<file path="config.mk">
export PLATFORM = sky130hd
export DESIGN_NAME = cke_suspend_mgr
export DESIGN_NICKNAME = d
export VERILOG_FILES = /design/src/rtl/csm_pkg.sv /design/src/rtl/csm_burst.sv /design/src/rtl/csm_watchdog.sv /design/src/rtl/csm_fsm.sv /design/src/rtl/cke_suspend_mgr.sv
export SDC_FILE = /design/constraint.sdc
export NUM_CORES = 1
export LEC_CHECK = 0
export ABC_AREA = 1
export BUFFER_PORTS_ARGS = -buffer_cell sky130_fd_sc_hd__buf_4
export CORE_MARGIN = 4
export CORE_UTILIZATION = 51
export CTS_CLUSTER_DIAMETER = 30
export DETAILED_ROUTE_END_ITERATION = 10
export GPL_ROUTABILITY_DRIVEN = 1
export HOLD_SLACK_MARGIN = 0.15
export PLACE_DENSITY = 0.75
export SLEW_MARGIN = 20
export SYNTH_ARGS = -nofsm -noshare
export SYNTH_HDL_FRONTEND = slang
export SYNTH_SLANG_ARGS = --single-unit
</file>
<file path="constraint.sdc">
create_clock -name clk -period 1.4 [get_ports clk]
set_input_delay 0.07 -clock clk [delete_from_list [all_inputs] [get_ports clk]]
set_output_delay 0.07 -clock clk [all_outputs]
set_load 0.02 [all_outputs]
</file>
<file path="src/rtl/csm_pkg.sv">
package csm_pkg;

    typedef enum logic [1:0] {
        ST_RUN     = 2'd0,
        ST_HOLD    = 2'd1,
        ST_RECOVER = 2'd2
    } csm_state_t;

    typedef enum logic [1:0] {
        CMD_NOP   = 2'b00,
        CMD_READ  = 2'b01,
        CMD_WRITE = 2'b10,
        CMD_OTHER = 2'b11
    } csm_cmd_t;

endpackage

</file>
<file path="src/rtl/csm_burst.sv">
module csm_burst #(
    parameter int BURST_LEN = 4,
    localparam int BEAT_W = (BURST_LEN > 1) ? $clog2(BURST_LEN) : 1
) (
    input  logic              clk,
    input  logic              rst_n,
    input  logic              start,
    input  logic              advance,
    output logic              busy,
    output logic [BEAT_W-1:0] beat
);

    localparam logic [BEAT_W-1:0] LAST_BEAT = BEAT_W'(BURST_LEN - 1);

    logic              busy_q;
    logic [BEAT_W-1:0] beat_q;

    // beat moves only on edges where clock-enable was high before the edge
    always_ff @(posedge clk) begin
        if (!rst_n) begin
            busy_q <= 1'b0;
            beat_q <= '0;
        end else if (start) begin
            busy_q <= 1'b1;
            beat_q <= '0;
        end else if (busy_q && advance) begin
            if (beat_q == LAST_BEAT) begin
                busy_q <= 1'b0;
                beat_q <= '0;
            end else begin
                beat_q <= beat_q + 1'b1;
            end
        end
    end

    assign busy = busy_q;
    assign beat = beat_q;

endmodule

</file>
<file path="src/rtl/csm_watchdog.sv">
module csm_watchdog #(
    parameter int HOLD_LIMIT = 56,
    localparam int CNT_W = $clog2(HOLD_LIMIT + 1)
) (
    input  logic clk,
    input  logic rst_n,
    input  logic in_hold,
    output logic expire
);

    localparam logic [CNT_W-1:0] LAST = CNT_W'(HOLD_LIMIT - 1);

    logic [CNT_W-1:0] cnt_q;

    always_ff @(posedge clk) begin
        if (!rst_n || !in_hold) begin
            cnt_q <= '0;
        end else if (cnt_q != LAST) begin
            cnt_q <= cnt_q + 1'b1;
        end
    end

    assign expire = in_hold && (cnt_q == LAST);

endmodule

</file>
<file path="src/rtl/csm_fsm.sv">
module csm_fsm
    import csm_pkg::*;
#(
    parameter int RECOVERY_CYCLES = 2,
    localparam int REC_W = $clog2(RECOVERY_CYCLES + 1)
) (
    input  logic       clk,
    input  logic       rst_n,
    input  logic       suspend_req,
    input  logic       burst_busy,
    input  logic       wd_expire,
    output csm_state_t state,
    output logic       enter_hold,
    output logic       cke,
    output logic       ready,
    output logic       refresh_due,
    output logic       suspend_err
);

    localparam logic [REC_W-1:0] REC_LAST = REC_W'(RECOVERY_CYCLES - 1);

    csm_state_t       state_q, state_nx;
    logic [REC_W-1:0] rec_q;
    logic             lockout_q;
    logic             force_exit;
    logic             refresh_q;
    logic             err_q;

    always_comb begin
        enter_hold = (state_q == ST_RUN) && suspend_req && burst_busy && !lockout_q;
        force_exit = (state_q == ST_HOLD) && suspend_req && wd_expire;
        state_nx   = state_q;
        unique case (state_q)
            ST_RUN:     if (enter_hold) state_nx = ST_HOLD;
            ST_HOLD:    if (!suspend_req || wd_expire) state_nx = ST_RECOVER;
            ST_RECOVER: if (rec_q == REC_LAST) state_nx = ST_RUN;
            default:    state_nx = ST_RUN;
        endcase
    end

    // state register and the counters tied to it
    always_ff @(posedge clk) begin
        if (!rst_n) begin
            state_q   <= ST_RUN;
            rec_q     <= '0;
            lockout_q <= 1'b0;
            refresh_q <= 1'b0;
            err_q     <= 1'b0;
        end else begin
            state_q   <= state_nx;
            rec_q     <= (state_q == ST_RECOVER) ? rec_q + 1'b1 : '0;
            refresh_q <= force_exit;
            err_q     <= (state_q == ST_RUN) && suspend_req && !burst_busy && !lockout_q;
            if (force_exit) begin
                lockout_q <= 1'b1;
            end else if (!suspend_req) begin
                lockout_q <= 1'b0;
            end
        end
    end

    // outputs decoded from the state register
    always_comb begin
        cke         = 1'b1;
        ready       = 1'b0;
        unique case (state_q)
            ST_RUN:     ready = 1'b1;
            ST_HOLD:    cke   = 1'b0;
            ST_RECOVER: ready = 1'b0;
            default:    ready = 1'b0;
        endcase
        refresh_due = refresh_q;
        suspend_err = err_q;
        state       = state_q;
    end

endmodule

</file>
<file path="src/rtl/cke_suspend_mgr.sv">
module cke_suspend_mgr
    import csm_pkg::*;
#(
    parameter int BURST_LEN       = 4,
    parameter int RECOVERY_CYCLES = 2,
    parameter int REFRESH_CYCLES  = 64,
    parameter int REFRESH_MARGIN  = 8,
    localparam int HOLD_LIMIT = REFRESH_CYCLES - REFRESH_MARGIN,
    localparam int BEAT_W     = (BURST_LEN > 1) ? $clog2(BURST_LEN) : 1
) (
    input  logic              clk,
    input  logic              rst_n,
    input  logic              cmd_valid,
    input  logic [1:0]        cmd_code,
    input  logic              suspend_req,
    output logic              cke,
    output logic              ready,
    output logic              cmd_out_valid,
    output logic [1:0]        cmd_out_code,
    output logic              busy,
    output logic [BEAT_W-1:0] beat,
    output logic              refresh_due,
    output logic              suspend_err
);

    csm_state_t state;
    logic       enter_hold;
    logic       wd_expire;
    logic       accept;
    logic       start_burst;
    logic       out_valid_q;
    logic [1:0] out_code_q;

    csm_fsm #(.RECOVERY_CYCLES(RECOVERY_CYCLES)) u_fsm (
        .clk         (clk),
        .rst_n       (rst_n),
        .suspend_req (suspend_req),
        .burst_busy  (busy),
        .wd_expire   (wd_expire),
        .state       (state),
        .enter_hold  (enter_hold),
        .cke         (cke),
        .ready       (ready),
        .refresh_due (refresh_due),
        .suspend_err (suspend_err)
    );

    csm_watchdog #(.HOLD_LIMIT(HOLD_LIMIT)) u_wd (
        .clk     (clk),
        .rst_n   (rst_n),
        .in_hold (state == ST_HOLD),
        .expire  (wd_expire)
    );

    csm_burst #(.BURST_LEN(BURST_LEN)) u_burst (
        .clk     (clk),
        .rst_n   (rst_n),
        .start   (start_burst),
        .advance (cke),
        .busy    (busy),
        .beat    (beat)
    );

    always_comb begin
        accept      = ready && cmd_valid && !enter_hold;
        start_burst = accept && ((csm_cmd_t'(cmd_code) == CMD_READ) ||
                                 (csm_cmd_t'(cmd_code) == CMD_WRITE));
    end

    always_ff @(posedge clk) begin
        if (!rst_n) begin
            out_valid_q <= 1'b0;
            out_code_q  <= 2'b00;
        end else begin
            out_valid_q <= accept;
            if (accept) out_code_q <= cmd_code;
        end
    end

    assign cmd_out_valid = out_valid_q;
    assign cmd_out_code  = out_code_q;

endmodule

</file>
Yosys cells after proc, flatten, opt, wreduce, memory -nomap -nowiden:

Index checks and enable logic that the tools add are counted.

* register bits: 19
* input port bits: 6
* output and inout bits: 10
* word-level logic and storage cells: 66

* add/subtract/negate cells: 3
* eq/ne operators: 12
* mux-type cells: 12
* bitwise logic cells: 1
* reductions and logical operators: 28

Operators by type and width (count)
* 1-bit logical AND: 12
* 2-bit two-way mux: 4
* 1-bit two-way mux: 7
* 6-bit by 1-bit adder with 6-bit output (second input constant): 1
* 2-bit by 1-bit == test with 1-bit output (second input constant): 3
* 2-bit == test (second input constant): 3
* 6-bit == test (second input constant): 1
* 1-bit logical NOT: 6
* 6-bit != test (second input constant): 1
* 2-bit case mux with 3 select lines: 1
* 2-bit by 1-bit adder with 2-bit output (second input constant): 2
* 2-bit by 1-bit != test with 1-bit output (second input constant): 2
* 2-bit != test (second input constant): 2
* 2-bit AND reduction: 2
* 2-bit nonzero test: 2
* 1-bit logical OR: 3
* 3-bit AND reduction: 1
* 2-bit logical NOT: 1
* 2-bit OR reduction: 1
* 1-bit inverter: 1

Longest topological paths before layout:

Gate-level depths: netlist (run 1).

* depth in word-level cells: 9
* gate-level depth with buffers: 7

Hierarchy:

Synthesis (run 1) repeated with hierarchy kept, for this count alone.

* cells, all modules: 131
* area total of the unflattened synthesis: 909.6 sq um

By module, submodules not included
* csm_watchdog: instances 1, cells each 50, area an instance 319.1 sq um, seq. area each 120.1 sq um
* csm_fsm: instances 1, cells each 38, area an instance 300.3 sq um, seq. area each 140.1 sq um
* csm_burst: instances 1, cells each 22, area an instance 151.4 sq um, seq. area each 60.1 sq um
* cke_suspend_mgr: instances 1, cells each 21, area an instance 138.9 sq um, seq. area each 60.1 sq um

Worst setup path before layout (run 1):

Ideal clock, no wire load.

* path kind: register -> register
* from: register u_burst.beat_q[0], in the netlist u_burst.beat[0]
* to: register u_burst.beat_q[0], in the netlist u_burst.beat[0]
* setup time: 64 ps
* data arrival time: 1096 ps
* setup slack: 240 ps
* cell stages (with the launch flop): 6
* period minus slack after synthesis: 1160 ps
* cells stage by stage: dfxtp_1 -> ha_1 -> or2_2 -> o21ai_1 -> inv_1 -> nor2_1

* cells in the longest elaborated chain, start to end: 2
* elaborated cells on any way between the ends: 3
* classes of those cells: 1 x add/sub; 1 x eq/ne; 1 x mux

Ends and longest elaborated chain
* start, declared: RTL line csm_burst.sv:16 `logic [BEAT_W-1:0] beat_q;`
* start signal, assigned: RTL line csm_burst.sv:31 `beat_q <= beat_q + 1'b1;`
* 2-bit by 1-bit adder with 2-bit output / 2-bit == test (equally long branches): RTL line csm_burst.sv:31, csm_burst.sv:27
* 2-bit two-way mux *: RTL line csm_burst.sv:27 `if (beat_q == LAST_BEAT) begin`

Every way passes the cells marked *; elsewhere a longest branch is shown, timed or not.
A chain may end at the register's enable or synchronous reset.

Worst setup path in the final report (run 1):

* from: register u_fsm.state_q[0], in the netlist u_fsm.state[0]
* to: output ready

* cells in the longest elaborated chain, start to end: 2

Ends and longest elaborated chain
* start, declared: RTL line csm_fsm.sv:22 `csm_state_t state_q, state_nx;`
* start signal, assigned: RTL line csm_fsm.sv:50 `state_q <= state_nx;`
* 2-bit logical NOT: RTL line csm_fsm.sv:66 `unique case (state_q)`
* 1-bit two-way mux: RTL line csm_fsm.sv:66
* end, declared: RTL line cke_suspend_mgr.sv:17 `output logic ready,`

No other way between the ends.

==> reports/metrics.cfg, run 1 <==
[place]
dp.cells = 141
routabilityCongestion = 0.746
io_buffers = 15
detailedPlace.worstSlack_ps = 213
dp_hpwl_um = 1220

[worst_setup_path]
required_ps = 1330
critical_path_depth = 2
r2r-start = u_wd.cnt_q[1]
cp-endpoint = ready
critical_path.endpoint_type = output pin
crit_type = flop to output pin
path_buf_inv = 1
startpoint_type = flop
rr_endpoint = u_fsm.state[0]
cp-startpoint = u_fsm.state[0]
r2r_setup_slack_ps = 190
worst_r2r_path_depth = 6
cp_slowest_cell = dfxtp_1
cp_slowest_stage_delay_ps = 380
critPathMaxFanout = 7
path_cells = nor2_2 > buf_4
crit_arrival_ps = 1160
cp_top_family = flip-flops

[cts]
clock_path_buffers = 2
numClockSinks = 19
cts_tree = done
clk_pin_slew_ps = 100
h-tree-depth = 1
clk_latency_ps = 290
cts-root-buf = clkbuf_4
cts_resized = 0
cts-buffers-inserted = 3

[global_route]
grt_pass1_vias = 653
use_met1_pct = 18.1
grt_util_met2_pct = 26.8
grt_max_degree = 11
grtUsageTotal_pct = 15.7
grt_overflow = 0
grt_first_pass_wirelength_um = 2520
use_met3_pct = 4.43
top_usage_layer = met2
antenna_found_initial = 0

[routing]
drtIter0Drc = 12
wl_um = 1590
first_pass_iters = 4
vias = 761
routedWlPerCell_um = 10.6
drtAntennaViolNets = 0
vias_per_cell = 5.07
route.detailed.drc = 0

[synthesis]
ys_top_cells_by_count = 26 x nand2_1, 19 x dfxtp_1, 16 x inv_1, 10 x nor2_1, 9 x a21oi_1
yosysWarnings = 0
synth-main-ff-cell = dfxtp_1
yosys.area.top_type_share_pct = 46.1
syn-num-nets = 119
async_flop_share_pct = 0
yosysMostFrequentCell = nand2_1
synth_area_leader_cell = dfxtp_1
synth.area.top_cells = dfxtp_1 46%, nand2_1 12%, inv_1 7.3%
seq_area_frac_synth_pct = 46.1
ys_ff_latch = 19
synth.avg_cell_area_um2 = 7.51
synth.distinct_cells = 20
syn_area_um2 = 826
synthCells = 110
synth_edf_count = 0

[sta]
period_needed_ps = 1230
worst_pin_slew_ps = 292
slew_viol_final = 0
relSlewSlack_pct = 80.5
fin_ws_ps = 172
rsz0062_at_grt = no
finalSetupViolCount = 0
fin_crit_sh_pct = 87.7
clock-skew-final_ps = 2.33
finalSetupTns_ps = 0
timing_hold_violations_final = 0
max_freq_ghz = 0.814

[power]
p_comb_share_pct = 14.0
power_uw = 978
p_leak_uw = 0.000467
seqPwrFrac_pct = 58.4
p_int_uw = 730
switchingPower_uw = 248
peakVddDrop_uv = 586
pwr-share-clk_pct = 27.6
p_sw_share_pct = 25.3
p_per_area_nw_per_um2 = 945

[die]
io_pins = 16
initial_core_util_pct = 54.2
die_x_um = 48.2
rows = 14
dieArea_um2 = 2330
coreArea_um2 = 1520
die_h_um = 48.2

[job]
drv_cap = 0

[final_layout]
stdcell_count = 150
antenna_cells = 0
synthToLayoutAreaGrowth_pct = 25.3
final_nets = 144
drive_gt1_share_pct = 20.1

[min_path]
holdCritPathClass = flop to flop

[outcome]
outcome = completed

==> logic make-up (layout without fill, tap and decap cells) <==
| kind of cell | after synthesis | after routing | synth area share, % |
|---|---|---|---|
| flip-flops | 19 | 19 | 46.1 |
| adder cells (fa/ha/maj) | 3 | 3 | 4.55 |
| buffers and inverters | 18 | 42 | 8.18 |
| AO/OA/AOI/OAI | 12 | 12 | 7.27 |
| AND/OR/NAND/NOR | 58 | 58 | 33.9 |
==> placed cells by master, fill, tap and decap left out, types with 2 or more instances in the layout <==
cell	count
inv_2	2
a21oi_1	9
dlygate4sd3_1	5
nor2_2	2
dfxtp_1	19
nor2_1	10
inv_1	16
o21ai_0	2
ha_1	3
clkbuf_4	3
nand3_1	7
nand2_1	26
nand4_1	4
buf_4	15
nor3_2	2
==> metal layers <==
layer  routed length (um)  share of wire, %
met5                    0                 0
met4                    0                 0
met3                   89               5.6
met2                  791                50
met1                  709                45
==> registers in the layout, indices dropped and copies added (netlist names) <==
register / count
u_wd.cnt_q: 6
cmd_out_code: 2
u_burst.beat: 2
u_fsm.rec_q: 2
u_fsm.state: 2
cmd_out_valid: 1
u_burst.busy: 1
u_fsm.lockout_q: 1
u_fsm.refresh_due: 1
u_fsm.suspend_err: 1
==> cell type report <==
| class | instances | area, um^2 |
|---|---|---|
| sequential | 19 | 380 |
| multi-input combinational | 73 | 378 |
| inverter | 18 | 67.6 |
| timing repair buffer | 20 | 163 |
| fill | 132 | 489 |
| clock buffer | 4 | 26.3 |
| tap | 16 | 20.0 |
==> power groups by stage <==
stage               Sequential (uW)  Clock [uW]  Combinational [uW]
floorplan                       599           0                57.7
global placement                583           0                 125
detailed placement              583           0                 126
CTS                             571         280                 137
global route                    574         305                 151
finish                          571         269                 137
==> per-stage QoR <==
step | utilization [%] | area (um^2) | hold WS, ps
5_1_grt | 67.9 | 1030 | 447
4_1_cts | 67.9 | 1030 | 430
6_report | 67.9 | 1030 | 426
2_1_floorplan | - | 826 | 214
3_5_place_dp | 62.9 | 958 | 352
3_3_place_gp | 62.9 | 958 | 351
==> worst min path at each step <==
stage	startpoint	end	slack, ps	cells past startpoint
4_1_cts	u_fsm.lockout_q	u_fsm.suspend_err	430	1
5_1_grt	u_fsm.lockout_q	u_fsm.suspend_err	450	1
2_1_floorplan	rst_n	u_burst.beat[1]	210	2
6_report	u_fsm.lockout_q	u_fsm.suspend_err	430	1
3_5_place_dp	rst_n	u_burst.beat[1]	350	3
3_3_place_gp	rst_n	u_burst.beat[1]	350	3
==> timing repair <==
action | in CTS | in global routing
buffers inserted | 0 | 0
endpoints found under the setup margin | 0 | 0
hold buffers | 5 | 0
hold endpoints to repair | 10 | 0
Note: power is estimated with default switching activity, not from simulation.
==> run 2, diff against run 1 <==
- CORE_MARGIN: 4 -> not set
- SETUP_SLACK_MARGIN: not set -> 0.4
==> run 2 against run 1 <==
Design area rose by 20%. Critical endpoint is now cke. Flip-flop and latch count did not move. Cell count rose by 6.0%. Combinational power rose by 23%. Highest routed layer is now met4.
==> reports/metrics.cfg, run 2 (synthesis gave the netlist of run 1 again) <==
[worst_setup_path]
r2r-start = u_wd.cnt_q[0]  ; was u_wd.cnt_q[1]
required_ps = 1330  ; about the same
crit_type = flop to output pin  ; unchanged
worst_r2r_path_depth = 6  ; unchanged
r2r_setup_slack_ps = 360  ; was 190 ps
critPathMaxFanout = 7  ; unchanged
startpoint_type = flop  ; unchanged
rr_endpoint = u_wd.cnt_q[4]  ; was u_fsm.state[0]
critical_path.endpoint_type = output pin  ; unchanged
crit_arrival_ps = 1000  ; was 1160 ps

[cts]
cts_tree = done  ; unchanged
h-tree-depth = 1  ; unchanged
cts-root-buf = clkbuf_4  ; unchanged
cts-buffers-inserted = 3  ; unchanged
numClockSinks = 19  ; unchanged
clk_pin_slew_ps = 110  ; was 100 ps
clock_path_buffers = 2  ; unchanged
clk_latency_ps = 310  ; was 290 ps

[die]
die_h_um = 42.2  ; was 48.2 um
dieArea_um2 = 1780  ; was 2330 um^2
die_x_um = 42.2  ; was 48.2 um
coreArea_um2 = 1510  ; was 1520 um^2
rows = 14  ; unchanged
initial_core_util_pct = 54.8  ; was 54.2%
io_pins = 16  ; unchanged

[sta]
fin_crit_sh_pct = 76.3  ; was 87.7%
slew_viol_final = 0  ; unchanged
finalSetupViolCount = 0  ; unchanged
clock-skew-final_ps = 6.24  ; was 2.33 ps
whs_ps = 409  ; was 426 ps
worst_pin_slew_ps = 201  ; was 292 ps
max_freq_ghz = 0.937  ; was 0.814 GHz
rsz0062_at_grt = yes  ; was no
relSlewSlack_pct = 86.5  ; was 80.5%
finalSetupTns_ps = 0  ; unchanged
period_needed_ps = 1070  ; was 1230 ps
timing_hold_violations_final = 0  ; unchanged

[routing]
vias_per_cell = 5.04  ; was 5.07
drtAntennaViolNets = 0  ; unchanged
vias = 801  ; was 761
drtIter0Drc = 6  ; was 12
routedWlPerCell_um = 12.0  ; was 10.6 um
first_pass_iters = 3  ; was 4
wl_um = 1910  ; was 1590 um
route.detailed.drc = 0  ; unchanged

[final_layout]
layout_common_cells = 19 x nand2_1, 19 x buf_4, 12 x inv_1  ; was 26 x nand2_1, 19 x dfxtp_1, 16 x inv_1
drive_gt1_share_pct = 45.5  ; was 20.1%
largest-register = u_wd.cnt_q  ; unchanged
antenna_cells = 0  ; unchanged
synthToLayoutAreaGrowth_pct = 50.6  ; was 25.3%
largest_reg_flops = 6  ; unchanged
stdcell_count = 159  ; was 150
final_nets = 153  ; was 144

[place]
dp_hpwl_um = 1180  ; was 1220 um
io_buffers = 15  ; unchanged
routabilityCongestion = 0.769  ; was 0.746
dp.cells = 141  ; unchanged

[global_route]
grt_overflow = 0  ; unchanged
grt_pass1_vias = 725  ; was 653
grtUsageTotal_pct = 20.9  ; was 15.7%
antenna_found_initial = 0  ; unchanged
grt_first_pass_wirelength_um = 2860  ; was 2520 um
grt_max_degree = 11  ; unchanged

[min_path]
holdPathStages = 5  ; was 1
min_to = cmd_out_code[1]  ; was u_fsm.suspend_err
holdCritPathClass = input port to flop  ; was flop to flop
hold_path.startpoint = cmd_code[1]  ; was u_fsm.lockout_q

[power]
p_per_area_nw_per_um2 = 830  ; was 945 nW/um^2
p_leak_uw = 0.000552  ; was 0.000467 uW
peakVddDrop_uv = 700  ; was 586 uV

[outcome]
outcome = completed  ; unchanged

[job]
drv_cap = 0  ; unchanged

## run 2: cell types whose count changed in the layout (fill, tap and decap cells not counted), sizes merged
cell	before	now
dlymetal6s4s	0	1
dlygate4sd3	5	4
buf	15	24
## run 2: metrics by stage
step | util (%) | total power [uW] | instance area (um^2) | worst slack [ps]
floorplan | - | 660 | 862 | 378
global placement | 66.0 | 710 | 995 | 310
detailed placement | 66.0 | 714 | 995 | 282
CTS | 75.0 | 1010 | 1130 | 324
global route | 82.6 | 1080 | 1240 | 293
finish | 82.6 | 1030 | 1240 | 332
## run 2: layer usage
metal / part of all wire (%) / up-vias / track usage (%)
met5: 0 / - / 0
met4: 1.3 / 0 / 9.38
met3: 2.9 / 2 / 2.59
met2: 52 / 13 / 38.2
met1: 44 / 365 / 24.0
li1: - / 421 / -
## run 2: area by class of cell
cell class	count	area, um^2
well taps	16	20.0
repair buffers	29	251
inverters	18	70.1
flip-flops and latches	19	400
fillers	97	263
clock buffers	4	26.3
multi-input cells	73	475
## run 2: how the worst max path moves through the flow
stage | slack [ps] | startpoint | end | depth (start not counted)
3_3_place_gp | 310 | u_wd.cnt_q[1] | u_fsm.state[0] | 6
5_1_grt | 290 | u_wd.cnt_q[0] | u_wd.cnt_q[4] | 6
3_5_place_dp | 280 | u_wd.cnt_q[1] | u_fsm.state[0] | 6
4_1_cts | 320 | u_fsm.state[1] | cke | 3
6_report | 330 | u_fsm.state[1] | cke | 3
2_1_floorplan | 380 | u_wd.cnt_q[1] | u_wd.cnt_q[4] | 6
## run 2: timing repair
item                                    4_1_cts  5_1_grt
endpoints found under the hold margin        10        0
pin swaps                                     4        8
cloned                                        0        0
setup buffers                                 3        6
hold buffers                                  5        0
endpoints found under the setup margin       13       15
resized for setup                            12       21
## run 2: power breakdown
group          internal, uW  switching, uW  leakage [uW]
clock network           111            180     0.0000150
logic                  81.9           86.0      0.000377
registers               555           17.6      0.000159
total                   748            284      0.000552
## run 2: critical path: stages, from the launching register on
cell and delay [ps]:
dfxtp_2 370, inv_2 60, nand2_4 120, buf_6 140
